`src/rtl/ovs_pkg.sv`:
```
package ovs_pkg;
  localparam int REG_W   = 32;
  localparam int CYC_BIT = 31;
  localparam int MAX_EVT = 31;
  localparam int LIM_W   = $clog2(MAX_EVT + 1);
endpackage

```
`src/rtl/ovs_wrap_sel.sv`:
```
module ovs_wrap_sel
  import ovs_pkg::*;
#(
  parameter int NUM_EVT = 31
) (
  input  logic               hyp_en,
  input  logic [LIM_W-1:0]   hyp_limit,
  input  logic               cyc_long,
  input  logic               base_long,
  input  logic               hyp_long,
  input  logic               cyc_wrap_lo,
  input  logic               cyc_wrap_hi,
  input  logic [NUM_EVT-1:0] evt_wrap_lo,
  input  logic [NUM_EVT-1:0] evt_wrap_hi,
  output logic               cyc_set,
  output logic [NUM_EVT-1:0] evt_set
);
  assign cyc_set = cyc_long ? cyc_wrap_hi : cyc_wrap_lo;

  // Counters at or above the hypervisor limit form the hypervisor partition.
  for (genvar n = 0; n < NUM_EVT; n++) begin : g_sel
    logic in_hyp;
    logic use_long;
    assign in_hyp   = hyp_en && (LIM_W'(n) >= hyp_limit);
    assign use_long = in_hyp ? hyp_long : base_long;
    assign evt_set[n] = use_long ? evt_wrap_hi[n] : evt_wrap_lo[n];
  end
endmodule

```
`src/rtl/ovs_limit.sv`:
```
module ovs_limit
  import ovs_pkg::*;
#(
  parameter int NUM_EVT = 31
) (
  input  logic               hyp_en,
  input  logic               priv_low,
  input  logic [LIM_W-1:0]   hyp_limit,
  input  logic [LIM_W-1:0]   base_limit,
  output logic [NUM_EVT-1:0] vis_mask
);
  logic [LIM_W-1:0] eff_n;
  assign eff_n = (hyp_en && priv_low) ? hyp_limit : base_limit;

  for (genvar n = 0; n < NUM_EVT; n++) begin : g_mask
    assign vis_mask[n] = LIM_W'(n) < eff_n;
  end
endmodule

```
`src/rtl/ovs_flag_bank.sv`:
```
module ovs_flag_bank #(
  parameter int BITS = 32
) (
  input  logic            clk,
  input  logic            rst_n,
  input  logic [BITS-1:0] set,
  input  logic [BITS-1:0] clr,
  output logic [BITS-1:0] flags
);
  for (genvar b = 0; b < BITS; b++) begin : g_flag
    always_ff @(posedge clk) begin
      if (!rst_n)      flags[b] <= 1'b0;
      else if (set[b]) flags[b] <= 1'b1;  // set has priority over clear
      else if (clr[b]) flags[b] <= 1'b0;
    end
  end
endmodule

```
`src/rtl/ovs_status.sv`:
```
module ovs_status
  import ovs_pkg::*;
#(
  parameter int NUM_EVT = 31
) (
  input  logic               clk,
  input  logic               rst_n,
  input  logic               hyp_en,
  input  logic               priv_low,
  input  logic [LIM_W-1:0]   hyp_limit,
  input  logic [LIM_W-1:0]   base_limit,
  input  logic               cyc_long,
  input  logic               base_long,
  input  logic               hyp_long,
  input  logic               cyc_wrap_lo,
  input  logic               cyc_wrap_hi,
  input  logic [NUM_EVT-1:0] evt_wrap_lo,
  input  logic [NUM_EVT-1:0] evt_wrap_hi,
  input  logic               wr_en,
  input  logic [REG_W-1:0]   wr_data,
  output logic [REG_W-1:0]   rd_data,
  output logic               ovf_pending
);
  localparam int FLAG_W = NUM_EVT + 1;  // top flag is the cycle counter

  logic               cyc_set;
  logic [NUM_EVT-1:0] evt_set;
  logic [NUM_EVT-1:0] vis_mask;
  logic [FLAG_W-1:0]  set_vec;
  logic [FLAG_W-1:0]  clr_vec;
  logic [FLAG_W-1:0]  flags;
  logic [NUM_EVT-1:0] evt_vis;

  ovs_wrap_sel #(.NUM_EVT(NUM_EVT)) u_sel (
    .hyp_en      (hyp_en),
    .hyp_limit   (hyp_limit),
    .cyc_long    (cyc_long),
    .base_long   (base_long),
    .hyp_long    (hyp_long),
    .cyc_wrap_lo (cyc_wrap_lo),
    .cyc_wrap_hi (cyc_wrap_hi),
    .evt_wrap_lo (evt_wrap_lo),
    .evt_wrap_hi (evt_wrap_hi),
    .cyc_set     (cyc_set),
    .evt_set     (evt_set)
  );

  ovs_limit #(.NUM_EVT(NUM_EVT)) u_lim (
    .hyp_en     (hyp_en),
    .priv_low   (priv_low),
    .hyp_limit  (hyp_limit),
    .base_limit (base_limit),
    .vis_mask   (vis_mask)
  );

  // Hidden event bits ignore writes; the cycle bit is always writable.
  assign set_vec = {cyc_set, evt_set};
  assign clr_vec = {wr_en & wr_data[CYC_BIT],
                    {NUM_EVT{wr_en}} & wr_data[NUM_EVT-1:0] & vis_mask};

  ovs_flag_bank #(.BITS(FLAG_W)) u_bank (
    .clk   (clk),
    .rst_n (rst_n),
    .set   (set_vec),
    .clr   (clr_vec),
    .flags (flags)
  );

  assign evt_vis = flags[NUM_EVT-1:0] & vis_mask;

  always_comb begin
    rd_data                = '0;
    rd_data[CYC_BIT]       = flags[NUM_EVT];
    rd_data[NUM_EVT-1:0]   = evt_vis;
  end

  assign ovf_pending = flags[NUM_EVT] | (|evt_vis);
endmodule

```
`config.mk`:
```
export PLATFORM = sky130hd
export DESIGN_NAME = ovs_status
export DESIGN_NICKNAME = d
export VERILOG_FILES = /design/src/rtl/ovs_pkg.sv /design/src/rtl/ovs_wrap_sel.sv /design/src/rtl/ovs_limit.sv /design/src/rtl/ovs_flag_bank.sv /design/src/rtl/ovs_status.sv
export SDC_FILE = /design/constraint.sdc
export NUM_CORES = 1
export LEC_CHECK = 0
export BUFFER_PORTS_ARGS = -buffer_cell sky130_fd_sc_hd__buf_4
export CORE_MARGIN = 4
export CORE_UTILIZATION = 25
export DETAILED_ROUTE_END_ITERATION = 16
export GPL_TIMING_DRIVEN = 1
export PLACE_DENSITY_LB_ADDON = 0.25
export RECOVER_POWER = 100
export SYNTH_ARGS = -nofsm -noshare
export SYNTH_HDL_FRONTEND = slang
export SYNTH_SLANG_ARGS = --single-unit
```
`constraint.sdc`:
```
create_clock -name clk -period 2.55 [get_ports clk]
set_input_delay 0.255 -clock clk [delete_from_list [all_inputs] [get_ports clk]]
set_output_delay 0.255 -clock clk [all_outputs]
set_load 0.05 [all_outputs]
```
==> results.md <==
* Outcome: complete, no violations
* Final GP Congestion at 0.8807
* Slew headroom at 54.21%
* Ant diodes at 0
* Final worst path period share at 97.25%
* Reg2Reg Depth at 3
* Final Cell Area at 0.004414 mm²
* Die Area at 0.01354 mm²
* Seq. cell area at 640.6 µm²
* Via density at 5.165
* WL/cell at approximately 19 µm
* Fmax at 403.2 MHz
* DRC Markers at 0
* CTS sink cnt at 32
* Max-cap violation count at 0
* Period minus WS final at ~2500 ps
* Synth warn at 0
* Slew Viols, Final at 0
* Row cnt at 39
* Layout Skew at 0 ps
* Setup TNS at 0 ps
* Required @ worst endpoint at between 2000 and 2500 ps
* Routed vias at approximately 3500
* Max FFs per register at 32
* Setup Viol. Count Final at 0
* Min-delay worst type: in2reg
* Clk root buf: clkbuf_16
* Die H at 116.4 µm
* Synth unique cells at 46
* Synthesized flop and latch total at 32
* Unrepaired setup endpoints after global routing: false
* Iter 0 DRT Violations at 175
* Core box area at 0.01147 mm²
* Vias in the first global route at 3597
* I/O Pins at about 150
* Crit path kind: in2out
* VDD IR max at 0.0002455 V
* Startpoint Class: input port
* HPWL Detailed at ~11000 µm
* Fillers at 1235
* Post-Syn Area at 0.002937 mm²
* EDFF count, synth at 0
* Top flop regs: u_bank.flags x32
* Worst slew pin tran at 689.8 ps
* TritonCTS clock tree: built
* Max Fanout on Critical Path at 9
* Post-synth net total at 505
* Maximum number of pins on one net before global-route repair at 33
* First-pass GRT wire length at 19540 µm
* Post-CTS Setup Bufs at 0
* Starting Density at 25.61%
* TritonCTS buffer count at 5
* Post-synthesis sequential area ratio at 21.82%
* Setup ws final at 70.12 ps
* Biggest register: u_bank.flags
* Drt total wl at 13060 µm
* Area of the multi-input gates at 0.002187 mm²
* Final Hold Slack at between 200 and 300 ps
* Deepest clock path buffer count at 2
* DP Area at 0.004360 mm²
* Area Growth Syn to Fin at 50.32%
* Avg Cell Area, Syn at 7.510 µm²
* Drt pass-1 iters at 5
* Mapped Cells at 391
* Clock latency on the worst-skew pair at ~270 ps
* Share of layout cells above drive strength 1 at 32.97%
* Cts hold-fix bufs at 0
* H-tree depth at 2
* Leak pwr at 0.002067 µW
* Gr usage total at 18.74%
* Async set-or-reset flop fraction in the synthesized netlist at 0%
* Power Dens Cells at about 440 mW/mm²
* Min-Delay Path Depth at 4
* Die Span X at 116.4 µm
* DP Worst Slack at -76.55 ps
* Initial antenna violation count at 0
* Hold Fails Final Rpt at 0
* Remaining global-route overflow at 0
* Final Util at 38.49%
* Predominant post-synthesis flop cell: dfxtp_1
* IO buf count at 146
* CP Capture Type: output pin
* Final nets at 659
* Worst EP arrival at 2220 ps
* Clk pin slew, worst setup/hold paths at approximately 50 ps
* Routed Antenna Nets at 0
through the flow:
stage               cells  total power [µW]
CTS                   686              1948
finish                686              1932
floorplan             391              1038
detailed placement    681              1397
global route          686              2014
global placement      681              1399
cells by family after synthesis:
group / count (synthesis) / share of synthesized area, %
AO/OA/AOI/OAI: 123 / 27.40
buffers and inverters: 43 / 6.306
flip-flops: 32 / 21.81
multiplexers: 71 / 24.75
AND/OR/NAND/NOR: 122 / 19.73
synthesized netlist by cell type, types with 4 or more instances:
| cell type | instances | share of area, % |
|---|---|---|
| nand3_1 | 15 | 2.6 |
| o21ai_0 | 31 | 5.3 |
| clkbuf_1 | 23 | 2.9 |
| a21boi_0 | 34 | 8.7 |
| inv_1 | 13 | 1.7 |
| nor3_1 | 5 | 0.85 |
| nand2_1 | 48 | 6.1 |
| a211oi_1 | 7 | 1.8 |
| and2_1 | 6 | 1.3 |
| o211ai_1 | 4 | 1.0 |
| a21oi_1 | 22 | 3.7 |
| nor2_1 | 22 | 2.8 |
| nor2b_1 | 6 | 1.3 |
| buf_2 | 4 | 0.68 |
| dfxtp_1 | 32 | 22 |
| mux2i_1 | 67 | 23 |
| and3_1 | 7 | 1.5 |
| nand4_1 | 5 | 1.1 |
worst max-delay path, stage by stage:
cell and delay (ps):
buf_4 150, and2_4 210, mux2_4 370, and2_1 200, o21a_4 240, a2111oi_2 370, nand4_1 190, buf_4 240
cell usage in the layout (no fill, tap or decap), types with 5 or more instances in the layout:
| cell | instances |
|---|---|
| and3_1 | 7 |
| nor2_1 | 22 |
| buf_4 | 145 |
| nand4_1 | 5 |
| clkbuf_16 | 5 |
| o21ai_0 | 26 |
| a21oi_1 | 21 |
| a21boi_0 | 33 |
| nand3_1 | 15 |
| dfxtp_1 | 32 |
| nor2b_1 | 5 |
| inv_1 | 13 |
| mux2i_1 | 67 |
| clkbuf_1 | 26 |
| and2_1 | 5 |
| nand2_1 | 47 |
| nor3_1 | 5 |
final timing paths:
path / start / endpoint / slack [ps]
setup reg to reg: u_bank.flags[10] / u_bank.flags[10] / 1760
hold reg to reg: u_bank.flags[21] / u_bank.flags[21] / 470
hold / removal: wr_data[31] / u_bank.flags[31] / 260
setup / recovery: hyp_en / ovf_pending / 70
power breakdown:
part	internal, µW	total [µW]	switching (µW)
clock network	345	560	215
logic	331	792	461
registers	548	580	32.9
area by class of cell:
| type | count | share of cell area, % |
|---|---|---|
| Clock buffer | 5 | 2.834 |
| Timing Repair Buffer | 177 | 27.95 |
| Tap cell | 143 | 4.053 |
| Multi-Input combinational cell | 316 | 49.55 |
| Inverter | 13 | 1.105 |
| Sequential cell | 32 | 14.51 |
repair_timing:
action / in CTS / in global routing
pin swaps: 0 / 3
gates cloned: 0 / 0
gates resized for setup: 2 / 11
hold endpoints to repair: 0 / 0
setup endpoints to repair: 1 / 1
metal layers:
layer / global-route usage, % / part of all wire (%) / vias up
met1: 25.85 / 45 / 1679
met2: 31.46 / 49 / 126
met4: 3.248 / 1.0 / 0
met3: 2.694 / 5.8 / 8
met5: 0 / 0 / -
li1: - / - / 1730
(Power assumes the default switching activity.)
